## src/rtl/alsu_pkg.sv

```systemverilog
package alsu_pkg;

  // Which section drives the output multiplexer
  typedef enum logic [1:0] {
    SRC_ARITH = 2'b00,
    SRC_LOGIC = 2'b01,
    SRC_SHR   = 2'b10,
    SRC_SHL   = 2'b11
  } srcSel_e;

  // What the adder sees as its second operand
  typedef enum logic [1:0] {
    Y_OPB   = 2'b00,
    Y_NOTB  = 2'b01,
    Y_ZEROS = 2'b10,
    Y_ONES  = 2'b11
  } yMode_e;

  typedef enum logic [1:0] {
    LG_AND  = 2'b00,
    LG_OR   = 2'b01,
    LG_XOR  = 2'b10,
    LG_NOTA = 2'b11
  } logicOp_e;

  typedef struct packed {
    srcSel_e  src;
    yMode_e   yMode;
    logicOp_e logicOp;
    logic     addCarry;
  } strobes_t;

endpackage

```

## src/rtl/alsu_ctrl.sv

```systemverilog
module alsu_ctrl
  import alsu_pkg::*;
(
  input  logic [3:0] sel,
  input  logic       carryIn,
  output strobes_t   strb
);

  always_comb begin
    strb.src      = srcSel_e'(sel[3:2]);
    strb.yMode    = yMode_e'(sel[1:0]);
    strb.logicOp  = logicOp_e'(sel[1:0]);
    // Carry input only reaches the adder in arithmetic operations
    strb.addCarry = carryIn & (sel[3:2] == 2'b00);
  end

endmodule

```

## src/rtl/alsu_dp.sv

```systemverilog
module alsu_dp
  import alsu_pkg::*;
#(
  parameter int WIDTH = 16
) (
  input  logic             clk,
  input  logic             rstN,
  input  strobes_t         strb,
  input  logic [WIDTH-1:0] opA,
  input  logic [WIDTH-1:0] opB,
  input  logic             serialIn,
  input  logic             loadEn,
  output logic [WIDTH-1:0] result,
  output logic             carryOut,
  output logic [WIDTH-1:0] resultReg
);

  localparam int MSB = WIDTH - 1;

  logic [MSB:0]   yOperand;
  logic [WIDTH:0] sumFull;
  logic [MSB:0]   logicOut;
  logic [MSB:0]   shrOut;
  logic [MSB:0]   shlOut;

  // Operand steering into the single adder
  always_comb begin
    unique case (strb.yMode)
      Y_OPB:   yOperand = opB;
      Y_NOTB:  yOperand = ~opB;
      Y_ZEROS: yOperand = '0;
      default: yOperand = '1;
    endcase
  end

  assign sumFull = {1'b0, opA} + {1'b0, yOperand} + {{WIDTH{1'b0}}, strb.addCarry};

  always_comb begin
    unique case (strb.logicOp)
      LG_AND:  logicOut = opA & opB;
      LG_OR:   logicOut = opA | opB;
      LG_XOR:  logicOut = opA ^ opB;
      default: logicOut = ~opA;
    endcase
  end

  // Per-bit shift taps and 4:1 output multiplexer
  for (genvar i = 0; i < WIDTH; i++) begin : g_bit
    if (i == MSB) begin : g_top
      assign shrOut[i] = serialIn;
    end else begin : g_mid
      assign shrOut[i] = opA[i+1];
    end
    if (i == 0) begin : g_bot
      assign shlOut[i] = serialIn;
    end else begin : g_up
      assign shlOut[i] = opA[i-1];
    end
    assign result[i] = (strb.src == SRC_ARITH) ? sumFull[i] :
                       (strb.src == SRC_LOGIC) ? logicOut[i] :
                       (strb.src == SRC_SHR)   ? shrOut[i]  : shlOut[i];
  end

  always_comb begin
    unique case (strb.src)
      SRC_ARITH: carryOut = sumFull[WIDTH];
      SRC_LOGIC: carryOut = 1'b0;
      SRC_SHR:   carryOut = opA[0];
      default:   carryOut = opA[MSB];
    endcase
  end

  always_ff @(posedge clk or negedge rstN) begin
    if (!rstN) begin
      resultReg <= '0;
    end else if (loadEn) begin
      resultReg <= result;
    end
  end

endmodule

```

## src/rtl/alsu_core.sv

```systemverilog
module alsu_core
  import alsu_pkg::*;
#(
  parameter int WIDTH = 16
) (
  input  logic             clk,
  input  logic             rstN,
  input  logic [WIDTH-1:0] opA,
  input  logic [WIDTH-1:0] opB,
  input  logic [3:0]       sel,
  input  logic             carryIn,
  input  logic             serialIn,
  input  logic             loadEn,
  output logic [WIDTH-1:0] result,
  output logic             carryOut,
  output logic [WIDTH-1:0] resultReg
);

  strobes_t strb;

  alsu_ctrl u_ctrl (
    .sel     (sel),
    .carryIn (carryIn),
    .strb    (strb)
  );

  alsu_dp #(.WIDTH(WIDTH)) u_dp (
    .clk       (clk),
    .rstN      (rstN),
    .strb      (strb),
    .opA       (opA),
    .opB       (opB),
    .serialIn  (serialIn),
    .loadEn    (loadEn),
    .result    (result),
    .carryOut  (carryOut),
    .resultReg (resultReg)
  );

endmodule

```

## config.mk

```make
export PLATFORM = sky130hd
export DESIGN_NAME = alsu_core
export DESIGN_NICKNAME = d
export VERILOG_FILES = /design/src/rtl/alsu_pkg.sv /design/src/rtl/alsu_ctrl.sv /design/src/rtl/alsu_dp.sv /design/src/rtl/alsu_core.sv
export SDC_FILE = /design/constraint.sdc
export NUM_CORES = 1
export LEC_CHECK = 0
export ABC_CLOCK_PERIOD_IN_PS = 7000
export BUFFER_PORTS_ARGS = -buffer_cell sky130_fd_sc_hd__buf_2
export CAP_MARGIN = 20
export CELL_PAD_IN_SITES_DETAIL_PLACEMENT = 2
export CELL_PAD_IN_SITES_GLOBAL_PLACEMENT = 2
export CORE_ASPECT_RATIO = 0.7
export CORE_MARGIN = 5
export CORE_UTILIZATION = 36
export DETAILED_ROUTE_END_ITERATION = 8
export PLACE_DENSITY = 0.86
export SLEW_MARGIN = 20
export SYNTH_ARGS = -nofsm -noshare
export SYNTH_HDL_FRONTEND = slang
export SYNTH_SLANG_ARGS = --single-unit
```

## constraint.sdc

```tcl
create_clock -name clk -period 7 [get_ports clk]
set_input_delay 1.4 -clock clk [delete_from_list [all_inputs] [get_ports clk]]
set_output_delay 1.4 -clock clk [all_outputs]
set_load 0.005 [all_outputs]
```

==> impl_metrics.yaml <==
layout:
  post-route-util_pct: 43.4
  layout-drive-gt1-share_pct: 30.4
  finalInstanceArea_um2: 3720
  final.fill_count: 995
  final_common_cell: "buf_2"
  largest_reg_flops: 16
  area_delta_synth_final_pct: 15.2
  layout_common_cells: "73 x buf_2, 53 x inv_1, 47 x ha_1"
  regMostFlops: "u_dp.resultReg"
  fin_cells: 531
  nets: 503
  num_antenna_cells: 0
  top_regs: "u_dp.resultReg (16)"
setup_path:
  r2r_start: "u_dp.resultReg[12]$_DFFE_PN0P_"
  worst_r2r_path_depth: 1
  cp_data_arrival_time_ns: 4.60
  reg2reg_slack_ns: 6.23
  critPathMaxFanout: 26
  startpoint_type: "input port"
  worstSetupEndpointType: "output pin"
  crit_required_ns: 5.60
  path_class: "in -> out"
  r2r_end: "u_dp.resultReg[12]$_DFFE_PN0P_"
timing:
  max_slew_margin_pct: 61.5
  worst_pin_slew_ns: 0.563
  hold_viol_final: 0
  final-setup-viol-count: 0
  slew_violations: 0
  clock-skew-final_ns: 0
  period_minus_slack_ns: 6.00
  period_share_pct: 85.7
  tns_ns: 0
  rsz0062_at_grt: "no"
  fmax_ghz: 0.167
place:
  numPortBuffers: 73
  placedCellCount: 528
  dpl.hpwl_um: 9250
  place_area_um2: 3650
  routabilityCongestion: 0.841
outcome:
  status: "complete, no violations"
clocking:
  cts_setup_buffers: 0
  cts.sinks: 16
  numCtsBuffers: 3
  cts-resized-gates: 0
  clk_latency_ns: 0.24
  clock-root-buffer: "clkbuf_16"
  cts-htree-levels: 1
  clkSlewWorstSetupHoldPaths_ns: 0.05
  tritoncts: "yes"
  hold_buffers: 0
  cts.path.max_buffers: 2
floorplanning:
  pin_count: 74
  dieWidth_um: 123
  core_um2: 8580
  die_h_um: 89.2
  die-area_um2: 11000
  row_count: 28
  initial_core_util_pct: 37.6
yosys:
  yosysSeqAreaShare_pct: 12.4
  synth_cell_types: 54
  synth.net_count: 444
  yosysWarnings: 0
  synthCells: 354
  syn_area_um2: 3230
  synth_flop_cell: "dfrtp_1"
  ys_seq_elements: 16
  synth_edf_count: 0
  synth.avg_cell_area_um2: 9.12
  async_flop_share_pct: 100
worst_hold_path:
  worstHoldPathCells: 1
  hp-start: "u_dp.resultReg[9]$_DFFE_PN0P_"
  hold_path_end: "u_dp.resultReg[9]$_DFFE_PN0P_"
  hold_path_class: "reg -> reg"
global_route:
  grt_pass1_wl_um: 17700
  grt_start_max_net_pins: 33
  gr-usage-all-layers_pct: 20.6
  antenna_found_initial: 0
  grt.overflow.total: 0
  grt_pass1_vias: 3247
routing:
  antenna_left: 0
  wl_per_cell_um: 20.7
  met1_length_um: 5620
  num_vias: 2925
  drc: 0
  top_layer: "met4"
  dr_wl_met2_um: 4850
  drt-total-wl_um: 11000
  drtPass1Iterations: 4
  wl_met3_um: 492
  first_iter_violations: 126
  routed_via_density: 5.51
power:
  power.density_nw_per_um2: 149
  power.total_mw: 0.554
  p_leak_nw: 1.78
  vdd_drop_max_v: 0.0000738
job:
  maxCapViolations: 0
worst max-delay path by stage:
stage                       from          to  cells after the start
after floorplan           sel[1]  result[14]                     13
after global placement    sel[3]  result[14]                     12
after detailed placement  sel[3]  result[14]                     12
after CTS                 sel[3]  result[14]                     12
after global routing      sel[3]  result[14]                     12
final                     sel[3]  result[14]                     12
power by group:
part	leakage (nW)	internal (mW)	switching, mW	total, mW
logic	1.55	0.147	0.180	0.327
registers	0.187	0.111	0.00980	0.121
clock network	0.0370	0.0746	0.0307	0.105
stage by stage:
stage / hold slack, ns / setup slack, ns
finish: 0.509 / 1.00
global route: 0.523 / 0.789
CTS: 0.512 / 0.994
detailed placement: 0.493 / 1.03
global placement: 0.484 / 1.14
floorplan: 0.505 / 1.51
per-layer routing:
metal,vias up,track usage (%)
li1,1374,-
met3,4,2.21
met2,63,33.4
met1,1484,30.6
met5,-,0
met4,0,2.31
Yosys cell counts, types with 2 or more instances:
cell,instances,share of area [%]
a211oi_1,2,0.46
clkbuf_1,9,1.0
or2_0,2,0.39
or3_1,4,0.77
a211oi_2,3,1.2
clkbuf_2,2,0.31
and2_1,2,0.39
o221ai_1,2,0.54
inv_1,53,6.2
nand3_1,4,0.62
mux4_2,23,16
a31o_2,2,0.54
xnor2_1,20,5.4
o2111ai_1,4,1.1
o211ai_1,8,1.9
o21ai_1,3,0.46
a21o_1,9,2.1
a22oi_1,2,0.46
nor3b_1,2,0.46
and4_1,3,0.81
dfrtp_1,16,12
o21ai_0,14,2.2
nand2_1,20,2.3
a31oi_1,2,0.39
xor2_1,3,0.81
ha_1,47,18
buf_6,4,1.4
buf_2,8,1.2
nor2_1,7,0.81
a21oi_1,17,2.6
mux2i_1,5,1.5
nand2b_1,17,3.3
mux2_2,11,3.8
nor2b_1,2,0.39
o22ai_1,2,0.39
fa_1,2,1.2
area by class of cell:
| type | count | area, um2 | share of cell area [%] |
|---|---|---|---|
| clock buffers | 3 | 75.1 | 2.02 |
| inverters | 53 | 199 | 5.35 |
| multi-input cells | 262 | 2500 | 67.2 |
| flip-flops and latches | 16 | 400 | 10.8 |
| well taps | 120 | 150 | 4.03 |
| repair buffers | 77 | 395 | 10.6 |
worst max-delay path, cell delays in order:
cell,delay [ns]
buf_2,0.45
nor2_1,0.13
and2_1,0.19
fa_1,0.40
fa_1,0.46
a21o_1,0.22
a211oi_2,0.25
o211ai_1,0.19
a31oi_1,0.38
mux2i_1,0.31
nor2b_1,0.07
buf_2,0.13
kinds of logic (layout without fill, tap and decap cells):
kind of cell,Yosys count,in the layout,synth area share (%)
AO/OA/AOI/OAI,79,79,17.6
flip-flops,16,16,12.4
XOR/XNOR,23,23,6.24
adder cells (fa/ha/maj),49,49,19.4
buffers and inverters,76,133,10.2
AND/OR/NAND/NOR,71,71,12.3
multiplexers,40,40,21.9
Power figures use the tool's default switching activity.
